`config.mk`:
```
export PLATFORM = sky130hd
export DESIGN_NAME = photon_toggle_row
export DESIGN_NICKNAME = d
export VERILOG_FILES = /design/src/rtl/ptr_pkg.sv /design/src/rtl/ptr_enable_mask.sv /design/src/rtl/ptr_toggle_cell.sv /design/src/rtl/ptr_xor_tree.sv /design/src/rtl/photon_toggle_row.sv
export SDC_FILE = /design/constraint.sdc
export NUM_CORES = 1
export LEC_CHECK = 0
export BUFFER_PORTS_ARGS = -buffer_cell sky130_fd_sc_hd__buf_2
export CAP_MARGIN = 20
export CORE_MARGIN = 2
export CORE_UTILIZATION = 47
export CTS_CLUSTER_SIZE = 30
export DETAILED_ROUTE_END_ITERATION = 10
export HOLD_SLACK_MARGIN = 0.08
export PLACE_DENSITY = 0.8
export SETUP_SLACK_MARGIN = 0.4
export SLEW_MARGIN = 10
export SYNTH_ARGS = -nofsm -noshare
export SYNTH_HDL_FRONTEND = slang
export SYNTH_SLANG_ARGS = --single-unit
```
`constraint.sdc`:
```
create_clock -name clk -period 0.8 [get_ports clk]
set_input_delay 0.16 -clock clk [delete_from_list [all_inputs] [get_ports clk]]
set_output_delay 0.16 -clock clk [all_outputs]
set_load 0.01 [all_outputs]
```
`src/rtl/ptr_pkg.sv`:
```
package ptr_pkg;

   // Selects the structure of the row reduction network.
   typedef enum logic {
      TREE_COMB  = 1'b0,
      TREE_PIPED = 1'b1
   } tree_mode_e;

   // Sampled-cycle latency from a pulse input to the row output.
   function automatic int row_latency(input int n_elem, input tree_mode_e mode);
      return 1 + ((mode == TREE_PIPED) ? $clog2(n_elem) : 0);
   endfunction

endpackage

```
`src/rtl/ptr_enable_mask.sv`:
```
module ptr_enable_mask #(
   parameter int N_ELEM = 32
) (
   input  logic              clk,
   input  logic              rst_n,
   input  logic              wr_i,
   input  logic [N_ELEM-1:0] sel_i,
   input  logic [N_ELEM-1:0] val_i,
   output logic [N_ELEM-1:0] mask_o
);

   logic [N_ELEM-1:0] mask_q;

   // Reset state: every element enabled.
   always_ff @(posedge clk or negedge rst_n) begin
      if (!rst_n) begin
         mask_q <= '1;
      end else if (wr_i) begin
         mask_q <= (mask_q & ~sel_i) | (val_i & sel_i);
      end
   end

   assign mask_o = mask_q;

   AST_MASK_UNSELECTED_KEEP: assert property (@(posedge clk) disable iff (!rst_n)
      wr_i |=> ((mask_q & ~$past(sel_i)) == ($past(mask_q) & ~$past(sel_i))));
   AST_MASK_SELECTED_LOAD: assert property (@(posedge clk) disable iff (!rst_n)
      wr_i |=> ((mask_q & $past(sel_i)) == ($past(val_i) & $past(sel_i))));
   AST_MASK_IDLE_STABLE: assert property (@(posedge clk) disable iff (!rst_n)
      !wr_i |=> $stable(mask_q));

endmodule

```
`src/rtl/ptr_toggle_cell.sv`:
```
module ptr_toggle_cell (
   input  logic clk,
   input  logic rst_n,
   input  logic pulse_i,
   input  logic en_i,
   output logic tog_o
);

   logic tog_q;

   // Gating sits at the toggle input, so a change of enable never moves tog_q.
   always_ff @(posedge clk or negedge rst_n) begin
      if (!rst_n) begin
         tog_q <= 1'b0;
      end else if (pulse_i && en_i) begin
         tog_q <= ~tog_q;
      end
   end

   assign tog_o = tog_q;

   AST_CELL_FLIPS_ON_EVENT: assert property (@(posedge clk) disable iff (!rst_n)
      (pulse_i && en_i) |=> (tog_q != $past(tog_q)));
   AST_CELL_DISABLED_HOLDS: assert property (@(posedge clk) disable iff (!rst_n)
      !en_i |=> $stable(tog_q));

endmodule

```
`src/rtl/ptr_xor_tree.sv`:
```
module ptr_xor_tree
   import ptr_pkg::*;
#(
   parameter int         N_LEAF = 32,
   parameter tree_mode_e MODE   = TREE_PIPED
) (
   input  logic              clk,
   input  logic              rst_n,
   input  logic [N_LEAF-1:0] leaf_i,
   output logic              root_o
);

   localparam int LVL = $clog2(N_LEAF);
   localparam int W2  = 1 << LVL;

   if (N_LEAF < 2) begin : g_bad_width
      $fatal(1, "ptr_xor_tree needs at least two leaves");
   end

   // Leaves padded with zeros up to a power of two; zero is neutral for XOR.
   logic [W2-1:0] leaf_pad;
   assign leaf_pad = W2'(leaf_i);

   // Heap layout: node k has children 2k and 2k+1, leaves at W2..2*W2-1.
   if (MODE == TREE_PIPED) begin : g_piped
      logic [W2-1:1]   node_q;
      logic [2*W2-1:1] heap;

      assign heap = {leaf_pad, node_q};

      always_ff @(posedge clk or negedge rst_n) begin
         if (!rst_n) begin
            node_q <= '0;
         end else begin
            for (int k = 1; k < W2; k++) begin
               node_q[k] <= heap[2*k] ^ heap[2*k+1];
            end
         end
      end

      assign root_o = node_q[1];
   end else begin : g_comb
      logic root_c;

      always_comb begin
         logic [2*W2-1:1] v;
         v = {leaf_pad, {(W2-1){1'b0}}};
         for (int k = W2-1; k >= 1; k--) begin
            v[k] = v[2*k] ^ v[2*k+1];
         end
         root_c = v[1];
      end

      assign root_o = root_c;
   end

endmodule

```
`src/rtl/photon_toggle_row.sv`:
```
module photon_toggle_row
   import ptr_pkg::*;
#(
   parameter int         N_ELEM    = 32,
   parameter tree_mode_e TREE_MODE = TREE_PIPED
) (
   input  logic              clk,
   input  logic              rst_n,
   input  logic [N_ELEM-1:0] det_pulse,
   input  logic              cfg_wr,
   input  logic [N_ELEM-1:0] cfg_sel,
   input  logic [N_ELEM-1:0] cfg_val,
   output logic              row_evt
);

   localparam int LAT = row_latency(N_ELEM, TREE_MODE);
   localparam int QW  = $clog2(LAT + 2);

   if (N_ELEM < 2) begin : g_bad_elem
      $fatal(1, "photon_toggle_row needs at least two elements");
   end

   logic [N_ELEM-1:0] en_mask;
   logic [N_ELEM-1:0] tog;

   ptr_enable_mask #(
      .N_ELEM (N_ELEM)
   ) u_mask (
      .clk    (clk),
      .rst_n  (rst_n),
      .wr_i   (cfg_wr),
      .sel_i  (cfg_sel),
      .val_i  (cfg_val),
      .mask_o (en_mask)
   );

   for (genvar i = 0; i < N_ELEM; i++) begin : g_cell
      ptr_toggle_cell u_cell (
         .clk     (clk),
         .rst_n   (rst_n),
         .pulse_i (det_pulse[i]),
         .en_i    (en_mask[i]),
         .tog_o   (tog[i])
      );
   end

   ptr_xor_tree #(
      .N_LEAF (N_ELEM),
      .MODE   (TREE_MODE)
   ) u_tree (
      .clk    (clk),
      .rst_n  (rst_n),
      .leaf_i (tog),
      .root_o (row_evt)
   );

   // Checker state: consecutive sampled cycles without an enabled pulse.
   logic [QW-1:0] quiet_cnt;

   always_ff @(posedge clk or negedge rst_n) begin
      if (!rst_n) begin
         quiet_cnt <= '0;
      end else if ((det_pulse & en_mask) != '0) begin
         quiet_cnt <= '0;
      end else if (quiet_cnt < QW'(LAT)) begin
         quiet_cnt <= quiet_cnt + 1'b1;
      end
   end

   AST_NO_SPURIOUS_EDGE: assert property (@(posedge clk) disable iff (!rst_n)
      (quiet_cnt >= QW'(LAT)) |-> $stable(row_evt));

endmodule

```
After elaboration in Yosys (flattened, before gate mapping)
Cells that the tools add are included.
{"block": "word_totals", "reg_bits": 95, "latch_bits": 0, "ram_bits": 0, "romBits": 0, "inputBits": 99, "output_inout_bits": 1, "n_memories": 0}
{"block": "classes", "add_sub_neg": 0, "mul": 0, "n_div": 0, "magnitude_cmp": 0, "n_eq_ne": 0, "shifts": 0, "muxes": 0, "bitwise": 67, "reduce_logical": 32}
{"operator": "$and 32x32->32", "n": 2}
{"operator": "$logic_and 1x1->1", "n": 32}
{"operator": "$not 1->1", "n": 32}
{"operator": "$not 32->32", "n": 1}
{"operator": "$or 32x32->32", "n": 1}
{"operator": "$xor 1x1->1", "n": 31}

Longest topological paths before layout
{"block": "logic_depth", "ltp_word": 3, "mapped_depth": 3, "mapped_depth_nobuf": 2}

Hierarchy
From an unflattened synthesis, not the netlist that was laid out.
{"block": "unflattened", "hier_cells": 257, "hier_area_um2": 3716.1}
{"mod": "ptr_enable_mask", "instances": 1, "cells_per_inst": 99, "area_per_inst_um2": 1467.7, "seq_area_each_um2": 840.8}
{"mod": "ptr_toggle_cell", "instances": 32, "cells_per_inst": 3, "area_per_inst_um2": 37.5, "seq_area_each_um2": 25.0}
{"mod": "ptr_xor_tree", "instances": 1, "cells_per_inst": 62, "area_per_inst_um2": 1047.3, "seq_area_each_um2": 775.7}

Worst setup path before layout
OpenSTA, ideal clock, no wires.
{"block": "synth_path", "path_type": "flip-flop to flip-flop", "from": "reg with a tool-made name", "to": "reg g_cell[11].u_cell.tog_q", "t_arrival_ns": 0.668, "slack_ns": 0.010, "path_stages_with_launch": 3, "path_buffers": 0, "period_less_slack_ns": 0.790, "path_cell_list": "dfstp_2 > nand2_1 > xnor2_1"}
{"element": "end signal, assigned", "line_no": "ptr_toggle_cell.sv:16", "rtl": "tog_q <= ~tog_q;"}
{"element": "end, declared", "line_no": "ptr_toggle_cell.sv:9", "rtl": "logic tog_q;"}

Worst setup path after layout
{"block": "layout_path", "from": "reg u_tree.g_piped.node_q[1] in the netlist's numbering", "to": "out row_evt"}
{"element": "start, declared", "line_no": "ptr_xor_tree.sv:26", "rtl": "logic [W2-1:1] node_q;"}
{"element": "start signal, assigned by index", "line_no": "ptr_xor_tree.sv:36", "rtl": "node_q[k] <= heap[2*k] ^ heap[2*k+1];"}
{"element": "end, declared", "line_no": "photon_toggle_row.sv:13", "rtl": "output logic row_evt"}
No word-level cell between the ends.

==> impl_metrics.tcl <==
set metrics [dict create \
    required_ns 0.64 \
    final_cells 477 \
    final_util 0.638 \
    firstDrtPassIters 2 \
    worstPathArrival_ns 0.83 \
    dieArea_sq_mm 0.00863 \
    fillers 597 \
    synth_area_leaders "dfrtp_1 (42%), dfstp_2 (23%), mux2_4 (12%)" \
    yosysSeqAreaShare 0.651 \
    power.density_mw_per_mm2 2990 \
    grt_max_degree 59 \
    grt_busiest_layer "met2" \
    timing.final.ws_setup_ns -0.192 \
    yosys_most_used_dff "dfrtp_1" \
    syn_inst 257 \
    fmax_mhz 1010 \
    crit_slowest_cell "dfrtp_1" \
    avgViaCountPerCell 4.51 \
    drtIter0Drc 40 \
    intPower_w 0.0108 \
    sw_frac_of_total 0.262 \
    layout_worst_path_cycle_share 1.24 \
    grt_pass1_wl_mm 10.3 \
    p_leak_nw 2.38 \
    place.gp.congestion 0.685 \
    clock_skew_ns 0.00364 \
    diodes 0 \
    met1_usage 0.201 \
    rsz0062_at_grt "true" \
    globalRouteOverflowTotal 0 \
    cp-start-kind "flop" \
    drt-total-wl_mm 6.09 \
    ant_nets 0 \
    status "complete, but fails checks" \
    power_frac_comb 0.205 \
    core_area_sq_mm 0.00769 \
    async_flop_share 1.00 \
    synth_commonest_cells "nand2_1 (64), dfrtp_1 (63), dfstp_2 (32), xnor2_1 (32), xor2_1 (31)" \
    ctsHtreeMaxLevel 3 \
    slew_headroom 0.796 \
    rows 32 \
    die_x_um 92.9 \
    yosys.cell_types.count 8 \
    cp-end-kind "output pin" \
    fin_area_sq_mm 0.00491 \
    port_buffers 99 \
    clkPwrFrac 0.236 \
    post_synth.cell_area_avg_sq_um 14.5 \
    area_growth_pct 32.0 \
    hold_path.class "primary input to async pin" \
    cts_buffers 9 \
    dp_hpwl_mm 4.48 \
    finalHoldViolCount 66 \
    start_util 0.483 \
    drv_cap 0 \
    violations "hold timing, setup timing" \
    crit_family "flip-flops" \
    placed_area_sq_mm 0.00458 \
    switching_power_w 0.00384 \
    track_usage 0.156 \
    final_max_slew_viol_count 0 \
    path_clk_slew_ns 0.09 \
    wl_per_cell_um 12.8 \
    synth_nets 356 \
    cp_num_buf_inv 1 \
    yosysTopAreaCellShare 0.424 \
    drcViolationCount 0 \
    use_met3 0.0285 \
    cts_sinks 95 \
    ys_ff_latch 95 \
    use_met2 0.255 \
    syn_area_sq_mm 0.00372 \
    hold_slack_ns -0.230 \
    yosysMostFrequentCell "nand2_1" \
    p_seq_frac 0.560 \
    path_class "flop to output pin" \
    synth_edf_count 0 \
    die_h_um 92.9 \
    antenna_found_initial 0 \
    final_nets 469 \
    cts-root-buf "clkbuf_8" \
    worst_pin_slew_ns 0.307 \
    worstPathCellList "buf_2" \
    num_vias 2153 \
    worst_path_largest_cell_delay_ns 0.36 \
    yosys_warnings 0 \
    finalSetupViolCount 34 \
    cts_tree "yes" \
    ctsLongestPathBuffers 2 \
    ioPinCount 100 \
    fin_crit_ns 0.992 \
    worstSkewPairLatency_ns 0.34 \
    peakVddDrop_uv 1230 \
    synth.largest_area_cell "dfrtp_1" \
    drive_above_1_share 0.656 \
    place_inst 460 \
    critPathMaxFanout 1 \
    grt_pass1_vias 2311 \
]
[cells by family after synthesis]
family	share of synthesized area
xor gates and xnor gates	0.148
DFF	0.651
and+or+nand+nor	0.0646
buffers and inverters	0.00909
muxes	0.127
[final timing paths]
path	startpoint	to	slack, ns	cells past startpoint
setup / recovery	u_tree.g_piped.node_q[1]	row_evt	-0.19	1
hold / removal	rst_n	u_tree.g_piped.node_q[20]	-0.23	2
setup reg to reg	flop	g_cell[6].u_cell.tog_o	-0.05	2
hold reg to reg	u_tree.g_piped.node_q[28]	u_tree.g_piped.node_q[14]	0.43	1
max in group asynchronous	rst_n	async pin	0.67	2
min in group clk	cfg_val[20]	flop	0.04	2
[cell usage in the layout (no fill, tap or decap)]
master      n
buf_12      4
buf_2      98
buf_4       2
buf_6       1
bufinv_16   2
clkbuf_1    2
clkbuf_8   11
clkinv_2    1
dfrtp_1    63
dfstp_2    32
mux2_4     32
nand2_1     2
nand2_2    41
nand2_4    21
xnor2_1    31
xnor2_2     1
xor2_1     31
[per-layer routing]
metal  share of wire  vias up
li1                -     1034
met1            0.44     1045
met2            0.49       62
met3           0.043       12
met4           0.023        0
met5               0        -
[final cells by class]
class	instances	area, sq um	area share
Clock buffer	13	159	0.0324
Sequential cell	95	2420	0.493
Timing Repair Buffer	105	597	0.122
Multi-Input combinational cell	159	1540	0.314
Tap cell	102	128	0.0260
Clock inverter	3	65.1	0.0133
[what timing repair did]
| action | 4_1_cts | 5_1_grt |
|---|---|---|
| resized for setup | 24 | 10 |
| setup endpoints to repair | 96 | 96 |
| hold endpoints to repair | 141 | 134 |
| pin swaps | 17 | 11 |
| setup buffers | 0 | 1 |
[stage by stage]
stage	power, W	setup TNS [ns]	setup WS [ns]
final	0.0147	-0.879	-0.192
after global routing	0.0156	-1.94	-0.249
after CTS	0.0148	-1.01	-0.214
after detailed placement	0.0112	-5.61	-0.186
after global placement	0.0111	-4.72	-0.160
after floorplan	0.0103	0	0.0138
[power groups by stage]
stage	Clock, W	Sequential [W]	Combinational, W
6_report	0.00345	0.00820	0.00300
5_1_grt	0.00375	0.00846	0.00338
4_1_cts	0.00356	0.00821	0.00304
3_5_place_dp	0	0.00827	0.00297
3_3_place_gp	0	0.00820	0.00288
2_1_floorplan	0	0.00804	0.00226
(Power assumes the default switching activity.)
